<file path="config.mk">
export PLATFORM = sky130hd
export DESIGN_NAME = bw_traffic_monitor
export DESIGN_NICKNAME = d
export VERILOG_FILES = /design/src/rtl/bwm_pkg.sv /design/src/rtl/bwm_port_counter.sv /design/src/rtl/bwm_irq_combine.sv /design/src/rtl/bw_traffic_monitor.sv
export SDC_FILE = /design/constraint.sdc
export NUM_CORES = 1
export LEC_CHECK = 0
export ABC_AREA = 1
export BUFFER_PORTS_ARGS = -buffer_cell sky130_fd_sc_hd__buf_4
export CAP_MARGIN = 20
export CORE_AREA = 3 3 124 245
export DETAILED_ROUTE_END_ITERATION = 12
export DIE_AREA = 0 0 127 248
export HOLD_SLACK_MARGIN = 0.06
export PLACE_DENSITY = 0.75
export SKIP_LAST_GASP = 1
export SYNTH_ARGS = -nofsm -noshare
export SYNTH_HDL_FRONTEND = slang
export SYNTH_SLANG_ARGS = --single-unit
</file>
<file path="constraint.sdc">
create_clock -name clk -period 4.11 [get_ports clk]
set_input_delay 0.6165 -clock clk [delete_from_list [all_inputs] [get_ports clk]]
set_output_delay 0.6165 -clock clk [all_outputs]
set_load 0.03 [all_outputs]
</file>
<file path="src/rtl/bwm_pkg.sv">
package bwm_pkg;
  localparam int ADDR_W = 12;
  localparam int DATA_W = 32;

  localparam logic [ADDR_W-1:0] OFS_STATUS   = 12'h100;
  localparam logic [ADDR_W-1:0] OFS_STAT_CLR = 12'h108;
  localparam logic [ADDR_W-1:0] OFS_IRQ_EN   = 12'h10C;
  localparam logic [ADDR_W-1:0] OFS_RUN      = 12'h280;
  localparam logic [ADDR_W-1:0] OFS_CNT_CLR  = 12'h284;
  localparam logic [ADDR_W-1:0] OFS_COUNT    = 12'h288;
  localparam logic [ADDR_W-1:0] OFS_LIMIT    = 12'h290;

  localparam int ST_HIT = 0;
  localparam int ST_OVF = 1;

  typedef logic [1:0] mon_status_t;
endpackage

</file>
<file path="src/rtl/bwm_port_counter.sv">
module bwm_port_counter
  import bwm_pkg::*;
#(
  parameter int CNT_W         = 32,
  parameter int BYTES_W       = 8,
  parameter bit WRAP_ON_LIMIT = 1'b1
) (
  input  logic              clk,
  input  logic              rst_n,
  input  logic              wr_en,
  input  logic [ADDR_W-1:0] wr_addr,
  input  logic [CNT_W-1:0]  wr_data,
  input  logic              xfer_valid,
  input  logic [BYTES_W-1:0] xfer_bytes,
  output logic [CNT_W-1:0]  count_o,
  output logic [CNT_W-1:0]  limit_o,
  output mon_status_t       status_o,
  output logic              run_o,
  output logic              irq_en_o,
  output logic              pending_o
);
  localparam int SUM_W    = CNT_W + 1;
  localparam int BYTE_MAX = (1 << BYTES_W) - 1;

  logic [CNT_W-1:0] count_q, count_d, limit_q, limit_d;
  mon_status_t      status_q, status_d, step_set, stat_clr_mask;
  logic             run_q, run_d, irq_en_q, irq_en_d;
  logic             wr_run, wr_limit, wr_irq_en, wr_stat_clr, clr_req, step;
  logic             count_ce;
  logic [SUM_W-1:0] sum;
  logic [CNT_W-1:0] step_cnt;

  assign wr_run      = wr_en && (wr_addr == OFS_RUN);
  assign wr_limit    = wr_en && (wr_addr == OFS_LIMIT);
  assign wr_irq_en   = wr_en && (wr_addr == OFS_IRQ_EN);
  assign wr_stat_clr = wr_en && (wr_addr == OFS_STAT_CLR);
  assign clr_req     = wr_en && (wr_addr == OFS_CNT_CLR) && wr_data[0];
  assign step        = run_q && xfer_valid && !clr_req;
  assign stat_clr_mask = wr_stat_clr ? wr_data[1:0] : 2'b00;

  assign sum = {1'b0, count_q} + SUM_W'(xfer_bytes);

  generate
    if (WRAP_ON_LIMIT) begin : g_wrap
      logic             reach;
      logic [SUM_W-1:0] rem;
      assign reach    = sum >= {1'b0, limit_q};
      assign rem      = sum - {1'b0, limit_q};
      assign step_cnt = reach ? rem[CNT_W-1:0] : sum[CNT_W-1:0];
      assign step_set = {1'b0, reach};

      // a count below a limit wider than one transfer stays below it
      p_wrap_bound_r4: assert property (@(posedge clk) disable iff (!rst_n)
        (step && !wr_limit && (count_q < limit_q) && (limit_q > CNT_W'(BYTE_MAX)))
          |=> (count_q < limit_q));
    end else begin : g_free
      assign step_cnt = sum[CNT_W-1:0];
      assign step_set = {sum[CNT_W], (count_q < limit_q) && (sum >= {1'b0, limit_q})};

      // a carry out of the counter raises the carry flag
      p_carry_flag_r5: assert property (@(posedge clk) disable iff (!rst_n)
        (step && sum[CNT_W]) |=> status_q[ST_OVF]);
    end
  endgenerate

  always_comb begin
    count_d  = count_q;
    status_d = status_q & ~stat_clr_mask;
    if (clr_req) begin
      count_d = '0;
    end else if (step) begin
      count_d  = step_cnt;
      status_d = status_d | step_set;
    end
    run_d    = wr_run    ? wr_data[0] : run_q;
    irq_en_d = wr_irq_en ? wr_data[0] : irq_en_q;
    limit_d  = wr_limit  ? wr_data    : limit_q;
  end

  assign count_ce = clr_req | step;

  always_ff @(posedge clk or negedge rst_n) begin
    if (!rst_n) begin
      count_q  <= '0;
      limit_q  <= '1;
      status_q <= '0;
      run_q    <= 1'b0;
      irq_en_q <= 1'b0;
    end else begin
      if (count_ce)  count_q  <= count_d;
      if (wr_limit)  limit_q  <= limit_d;
      if (wr_run)    run_q    <= run_d;
      if (wr_irq_en) irq_en_q <= irq_en_d;
      status_q <= status_d;
    end
  end

  assign count_o   = count_q;
  assign limit_o   = limit_q;
  assign status_o  = status_q;
  assign run_o     = run_q;
  assign irq_en_o  = irq_en_q;
  assign pending_o = (status_q != 2'b00) && irq_en_q;

  // a counter clear beats any same-cycle increment
  p_clear_wins_r3: assert property (@(posedge clk) disable iff (!rst_n)
    clr_req |=> (count_q == '0));

  // a stopped counter keeps its value
  p_hold_idle_r2: assert property (@(posedge clk) disable iff (!rst_n)
    (!run_q && !clr_req) |=> $stable(count_q));

  // without a clear write no status bit drops
  p_sticky_r6: assert property (@(posedge clk) disable iff (!rst_n)
    !wr_stat_clr |=> ((status_q & $past(status_q)) == $past(status_q)));
endmodule

</file>
<file path="src/rtl/bwm_irq_combine.sv">
module bwm_irq_combine
  import bwm_pkg::*;
#(
  parameter int NUM_PORTS = 2
) (
  input  logic                 clk,
  input  logic                 rst_n,
  input  logic                 wr_en,
  input  logic [ADDR_W-1:0]    wr_addr,
  input  logic [NUM_PORTS-1:0] wr_bits,
  input  logic [NUM_PORTS-1:0] pending,
  output logic [NUM_PORTS-1:0] gstat_o,
  output logic [NUM_PORTS-1:0] gen_o,
  output logic                 irq_o
);
  logic [NUM_PORTS-1:0] gstat_q, gstat_d, gen_q, gen_d, clr_mask;
  logic                 wr_gen, wr_clr;

  assign wr_gen   = wr_en && (wr_addr == OFS_IRQ_EN);
  assign wr_clr   = wr_en && (wr_addr == OFS_STAT_CLR);
  assign clr_mask = wr_clr ? wr_bits : '0;

  always_comb begin
    gstat_d = (gstat_q & ~clr_mask) | pending;
    gen_d   = wr_gen ? wr_bits : gen_q;
  end

  always_ff @(posedge clk or negedge rst_n) begin
    if (!rst_n) begin
      gstat_q <= '0;
      gen_q   <= '0;
    end else begin
      gstat_q <= gstat_d;
      if (wr_gen) gen_q <= gen_d;
    end
  end

  assign gstat_o = gstat_q;
  assign gen_o   = gen_q;
  assign irq_o   = |(gstat_q & gen_q);

  // a pending port shows up in global status on the next cycle
  p_gstat_set_r7: assert property (@(posedge clk) disable iff (!rst_n)
    (|pending) |=> ((gstat_q & $past(pending)) == $past(pending)));
endmodule

</file>
<file path="src/rtl/bw_traffic_monitor.sv">
module bw_traffic_monitor
  import bwm_pkg::*;
#(
  parameter int NUM_PORTS     = 2,
  parameter int CNT_W         = 32,
  parameter int BYTES_W       = 8,
  parameter bit WRAP_ON_LIMIT = 1'b1,
  localparam int PORT_IDX_W   = (NUM_PORTS > 1) ? $clog2(NUM_PORTS) : 1
) (
  input  logic                         clk,
  input  logic                         rst_n,
  input  logic                         cfg_we,
  input  logic                         cfg_global,
  input  logic [PORT_IDX_W-1:0]        cfg_port,
  input  logic [ADDR_W-1:0]            cfg_addr,
  input  logic [DATA_W-1:0]            cfg_wdata,
  output logic [DATA_W-1:0]            cfg_rdata,
  input  logic [NUM_PORTS-1:0]         xfer_valid,
  input  logic [NUM_PORTS*BYTES_W-1:0] xfer_bytes,
  output logic                         irq_out
);
  logic [1:0] rst_sync_q;
  logic       rst_n_int;

  always_ff @(posedge clk or negedge rst_n) begin
    if (!rst_n) rst_sync_q <= 2'b00;
    else        rst_sync_q <= {rst_sync_q[0], 1'b1};
  end
  assign rst_n_int = rst_sync_q[1];

  logic [CNT_W-1:0]     cnt_arr   [NUM_PORTS];
  logic [CNT_W-1:0]     lim_arr   [NUM_PORTS];
  mon_status_t          sts_arr   [NUM_PORTS];
  logic [NUM_PORTS-1:0] run_vec, ien_vec, pend_vec, gstat, gen;

  generate
    for (genvar i = 0; i < NUM_PORTS; i++) begin : g_port
      logic port_we;
      assign port_we = cfg_we && !cfg_global && (cfg_port == PORT_IDX_W'(i));
      bwm_port_counter #(
        .CNT_W(CNT_W), .BYTES_W(BYTES_W), .WRAP_ON_LIMIT(WRAP_ON_LIMIT)
      ) u_cnt (
        .clk(clk), .rst_n(rst_n_int),
        .wr_en(port_we), .wr_addr(cfg_addr), .wr_data(cfg_wdata[CNT_W-1:0]),
        .xfer_valid(xfer_valid[i]), .xfer_bytes(xfer_bytes[i*BYTES_W +: BYTES_W]),
        .count_o(cnt_arr[i]), .limit_o(lim_arr[i]), .status_o(sts_arr[i]),
        .run_o(run_vec[i]), .irq_en_o(ien_vec[i]), .pending_o(pend_vec[i])
      );
    end
  endgenerate

  bwm_irq_combine #(.NUM_PORTS(NUM_PORTS)) u_irq (
    .clk(clk), .rst_n(rst_n_int),
    .wr_en(cfg_we && cfg_global), .wr_addr(cfg_addr),
    .wr_bits(cfg_wdata[NUM_PORTS-1:0]), .pending(pend_vec),
    .gstat_o(gstat), .gen_o(gen), .irq_o(irq_out)
  );

  logic port_ok;
  assign port_ok = (int'(cfg_port) < NUM_PORTS);

  always_comb begin
    cfg_rdata = '0;
    if (cfg_global) begin
      case (cfg_addr)
        OFS_STATUS: cfg_rdata = DATA_W'(gstat);
        OFS_IRQ_EN: cfg_rdata = DATA_W'(gen);
        default:    cfg_rdata = '0;
      endcase
    end else if (port_ok) begin
      case (cfg_addr)
        OFS_STATUS: cfg_rdata = DATA_W'(sts_arr[cfg_port]);
        OFS_IRQ_EN: cfg_rdata = DATA_W'(ien_vec[cfg_port]);
        OFS_RUN:    cfg_rdata = DATA_W'(run_vec[cfg_port]);
        OFS_COUNT:  cfg_rdata = DATA_W'(cnt_arr[cfg_port]);
        OFS_LIMIT:  cfg_rdata = DATA_W'(lim_arr[cfg_port]);
        default:    cfg_rdata = '0;
      endcase
    end
  end
endmodule

</file>
# == Word level (Yosys, flattened, before mapping) ==
# Index checks and enable logic that the tools add are counted.
# classes
shift,0
eq_ne,7
bitwise_logic,14
n_mul,0
n_reduce_logical,34
div,0
mux,29
add_sub_neg,4
magnitude_cmp,4
# ops
cell,n
$mux W32,13
$pmux W32 S5,1
$add A32 B8 Y33,2
$ge A33 B32 Y1,2
$sub A32 B32 Y32,2
$eq A12 B10 Y1 const B,4
$eq A12 B9 Y1 const B,3
$logic_and A1 B1 Y1,24
$mux W2,10
$and A2 B2 Y2,4
$reduce_bool A2 Y1,4
$not A2 Y2,3
$mux W1,4
$or A2 B1 Y2,2
$pmux W2 S2,1
$reduce_and A2 Y1,2
$logic_not A1 Y1,3
$ge A2 B2 Y1 const B,1
$lt A1 B2 Y1 const B,1
$not A1 Y2,1
$or A1 B1 Y1,2
$or A2 B2 Y2,1
$reduce_or A2 Y1,1
$not A1 Y1,1
# totals
out_inout_bits,33
ram_bits,0
n_memories,0
elab_cells,105
register_bits,142
latch_bits,0
mem_bits_ro,0

# == Logic depth before layout (Yosys ltp) ==
# depth
depth_word,10
mapped_depth,29
depth_no_buf,28

# == Cells and area by module ==
# From an unflattened synthesis, not the netlist that was laid out.
# unflattened
cells_unflattened,2659
area_unflattened_um2,15930.3
# modules_own_cells
mod,instances,cells_each,area_per_inst_um2,seq_area_each_um2
bwm_port_counter at g_port[1].u_cnt,1,1064,6907.9,1741.7
bwm_port_counter at g_port[0].u_cnt,1,1112,6806.5,1741.7
bw_traffic_monitor,1,448,1981.9,50.0
bwm_irq_combine,1,35,234.0,100.1

# == Worst setup path after synthesis ==
# No wires, ideal clock.
# synth_path
path_kind,input-to-reg
start,input xfer_bytes[8]
end,register g_port[1].u_cnt.count_q[1]
path_stages,27
required_ps,3986
slack_ps,187
arrival_ps,3799
cell_sequence,ha_1 -> inv_1 -> fa_1 -> nand3b_1 -> nand2_1 -> nand2_1 -> nand2_1 -> nand2_1 -> nor2_1 -> nand3_1 -> xor2_1 -> inv_1 -> ha_1 -> nand2_1 -> inv_1 -> a21oi_1 -> nand2_1 -> nand2_1 -> nand2_1 -> nand2_1 -> nand2_1 -> nand2_1 -> nand3_4 -> buf_6 -> buf_6 -> nand3b_1 -> nand3_1
# synth_between
elab_chain_len,5
elab_cells_between_ends,6
# synth_rtl
item,line,rtl
"start, declared",bw_traffic_monitor.sv:19,"input logic [NUM_PORTS*BYTES_W-1:0] xfer_bytes,"
$add A32 B8 Y33 *,bwm_port_counter.sv:41,"assign sum = {1'b0, count_q} + SUM_W'(xfer_bytes);"
$sub A32 B32 Y32 / $ge A33 B32 Y1 (equally long branches),"bwm_port_counter.sv:48, bwm_port_counter.sv:47",
$mux W32 *,bwm_port_counter.sv:49,assign step_cnt = reach ? rem[CNT_W-1:0] : sum[CNT_W-1:0];
$mux W32 *,bwm_port_counter.sv:71,end else if (step) begin
$mux W32 *,bwm_port_counter.sv:69,if (clr_req) begin
"end signal, assigned",bwm_port_counter.sv:90,if (count_ce) count_q <= count_d;
"end, declared",bwm_port_counter.sv:25,"logic [CNT_W-1:0] count_q, count_d, limit_q, limit_d;"
# Mark *: on every way between the ends. The rest lies on a longest branch, timed or not. The select of a mux whose other input is x is not followed.
# A chain may end at the register's enable or synchronous reset.

# == Final worst setup path ==
# layout_path
start,register g_port[1].u_cnt.count_q[0]
end,register g_port[1].u_cnt.count_q[15]
# layout_between
elab_chain_len,5
elab_cells_between_ends,6
# layout_rtl
item,line
$add A32 B8 Y33 *,bwm_port_counter.sv:41
$sub A32 B32 Y32 / $ge A33 B32 Y1 (equally long branches),"bwm_port_counter.sv:48, bwm_port_counter.sv:47"
$mux W32 *,bwm_port_counter.sv:49
$mux W32 *,bwm_port_counter.sv:71
$mux W32 *,bwm_port_counter.sv:69
# Marked as above.

==> results_dict.tcl <==
set metrics [dict create \
    status "finished, final reports clean" \
    syn_area_sq_um 14300 \
    ant_nets 0 \
    worstSetupStartpointType "register" \
    wl_per_cell_um 20.3 \
    power.total_mw 15.8 \
    yosysUniqueCellTypes 45 \
    dp.cells 2963 \
    ios 100 \
    drtIter0Drc 1106 \
    final_common_cell "nand2_1" \
    synth-seq-cells 142 \
    clockRootBuffer "clkbuf_16" \
    final-hold-violation-count 0 \
    die_h_um 248 \
    rows 88 \
    layout_common_cells "nand2_1 (771), buf_4 (358), inv_1 (335)" \
    grt-ovfl-total 0 \
    ff2ff_path_depth 26 \
    finalWorstSetupSlack_ns 0.152 \
    die-area_sq_um 31500 \
    drtPass1Iterations 7 \
    fin_skew_ns 0.0122 \
    viasPerCell 5.56 \
    tritoncts "done" \
    drcViolationCount 0 \
    grt_usage_pct 38.4 \
    maxCapViolations 0 \
    cts.path.max_buffers 2 \
    yosysSeqAreaShare_pct 25.5 \
    r2r_end "g_port[1].u_cnt.count_o[15]" \
    finish.net_count 2789 \
    max_freq_mhz 253 \
    start_util_pct 49.5 \
    grt_pass1_wl_mm 91.3 \
    antenna_found_initial 0 \
    dpl_cell_area_sq_um 17100 \
    synth_compound_area_share_pct 11.8 \
    min_period_ns 3.96 \
    num_vias 16700 \
    fin_crit_sh_pct 96.3 \
    die_w_um 127 \
    r2r_slack_ns 0.15 \
    first_global_vias 16800 \
    post-dp-hpwl_mm 50.8 \
    end_kind "register" \
    crit_type "register to register" \
    areaGrowthSynthToFinish_pct 27.4 \
    post_synth.cell_area_avg_sq_um 6.16 \
    path_max_fanout 12 \
    p_per_area_nw_per_um2 868 \
    synth-adder-area-share_pct 7.57 \
    crit_path_max_incr_delay_ns 0.42 \
    final_area_sq_um 18200 \
    worstHoldStart "rst_sync_q[0]" \
    crit_slowest_cell "dfrtp_1" \
    antennaDiodeCount 0 \
    yosys.area_share.xor_xnor_pct 4.85 \
    mappedNetlistNets 2467 \
    whs_ns 0.356 \
    synthSimpleGateAreaFrac_pct 38.9 \
    muxShareOfSynthArea_pct 0.0701 \
    io_buffers 99 \
    required_ns 4.49 \
    finalSetupTns_ns 0 \
    place_ws_ns -0.587 \
    clk_latency_ns 0.45 \
    ir_drop_mv 0.691 \
    crit_arrival_ns 4.34 \
    synth_top_family_by_area "simple AND/OR/NAND/NOR gates" \
    drive_gt1_share_pct 20.9 \
    clk_pin_slew_ns 0.07 \
    finalNonFillerCells 3011 \
    core_sq_um 28800 \
    finalSetupViolations 0 \
    syn-instance-count 2316 \
    power.static_leakage_nw 9.06 \
    worst_pin_slew_ns 1.13 \
    grt_max_degree 65 \
    slew_violations 0 \
    min_path_cells 0 \
    fillers 2819 \
    fin_util_pct 63.0 \
    h-tree-depth 4 \
    worst_hold_path.endpoint "rst_sync_q[1]" \
    cts_made_buffers 17 \
    maxSlewHeadroom_pct 24.9 \
    yosys_warnings 0 \
    hold_class "register to register" \
    r2r-start "g_port[1].u_cnt.count_o[0]" \
    cts.sinks 142 \
    cp_common_cell "nand2_1" \
    wirelength_mm 61.1 \
    place_congestion 1.03 \
]
## cells in the mapped netlist (all sizes together)
master  number  area, sq um
inv        342         1280
ha          80         1000
and3         1         6.26
a21o         6         45.0
o21ai      134          678
a21oi      110          551
o211ai      19          143
nor3b        4         30.0
xor2        57          499
o22ai       16          100
nand2      792         2990
dfstp       64         1680
buf         30          203
xnor2       22          193
dfrtp       78         1950
conb         1         3.75
nor3        37          201
a31oi        5         31.3
or2          3         18.8
nand4       53          332
nand3b      32          240
a21boi       2         15.0
nand3      200         1040
nor2       163          642
o21a         1         7.51
mux2i        1         10.0
o21bai      15          113
nor4         6         37.5
and2         2         12.5
fa           4         80.1
clkbuf      36          135
## final cells by class
cell class | count | area [sq um] | share of cell area, %
clock buffers | 22 | 517 | 2.84
inverters | 342 | 1280 | 7.06
flip-flops and latches | 142 | 3640 | 20.0
well taps | 360 | 450 | 2.48
repair buffers | 368 | 2870 | 15.8
multi-input cells | 1767 | 9320 | 51.3
clock inverters | 10 | 111 | 0.612
## per-layer routing
layer | GRT usage (%) | up-vias | part of all wire, %
met2 | 72.8 | 658 | 53
met5 | 0 | - | 0
met1 | 34.7 | 7724 | 32
li1 | - | 8081 | -
met4 | 34.7 | 0 | 11
met3 | 4.48 | 266 | 3.8
## sequential cells by signal, summed over array words and instances, names as in the netlist
name and count:
rst_sync_q 2, u_irq.gen_o 2, g_port.u_cnt.limit_o 64, g_port.u_cnt.run_o 2, g_port.u_cnt.irq_en_o 2, u_irq.gstat_o 2
g_port.u_cnt.count_o 64, g_port.u_cnt.status_o 4
## worst max-delay path, delay by kind of cell (launching register included)
family | cells | cell delay (ns)
AO/OA/AOI/OAI | 3 | 0.49
AND/OR/NAND/NOR | 14 | 1.34
flip-flops | 1 | 0.42
buffers and inverters | 6 | 0.80
adder cells (fa/ha/maj) | 3 | 0.85
## worst max path at each step
stage	start	depth (start not counted)	slack (ns)	end
2_1_floorplan	xfer_bytes[8]	27	0.19	g_port[1].u_cnt.count_o[1]
3_3_place_gp	xfer_bytes[8]	27	-0.48	g_port[1].u_cnt.count_o[28]
3_5_place_dp	xfer_bytes[8]	27	-0.59	g_port[1].u_cnt.count_o[19]
4_1_cts	g_port[1].u_cnt.count_o[0]	27	-0.001	g_port[1].u_cnt.count_o[19]
5_1_grt	g_port[1].u_cnt.count_o[0]	26	-0.06	g_port[1].u_cnt.count_o[20]
6_report	g_port[1].u_cnt.count_o[0]	26	0.15	g_port[1].u_cnt.count_o[15]
## kinds of logic (layout without fill, tap and decap cells)
family / count (synthesis) / after routing
adders and majority gates: 84 / 84
muxes: 1 / 1
AOI/OAI and AO/OA: 308 / 308
buffers and inverters: 408 / 742
xor gates and xnor gates: 79 / 79
DFF: 142 / 142
other: 1 / 1
and+or+nand+nor: 1293 / 1294
## report_power, final
| group | leakage [nW] | total, mW | switching [mW] | internal [mW] |
|---|---|---|---|---|
| Clock | 0.311 | 1.66 | 0.687 | 0.972 |
| Sequential | 1.61 | 2.16 | 0.437 | 1.73 |
| Combinational | 7.14 | 12.0 | 7.10 | 4.85 |
| Total | 9.06 | 15.8 | 8.23 | 7.55 |
## what timing repair did
action	in CTS	in global routing
setup endpoints to repair	33	66
buffers inserted	3	10
hold buffers	1	0
hold endpoints to repair	2	0
pin swaps	1	17
resized for setup	9	61
gates cloned	1	1
Note: power is estimated with default switching activity, not from simulation.
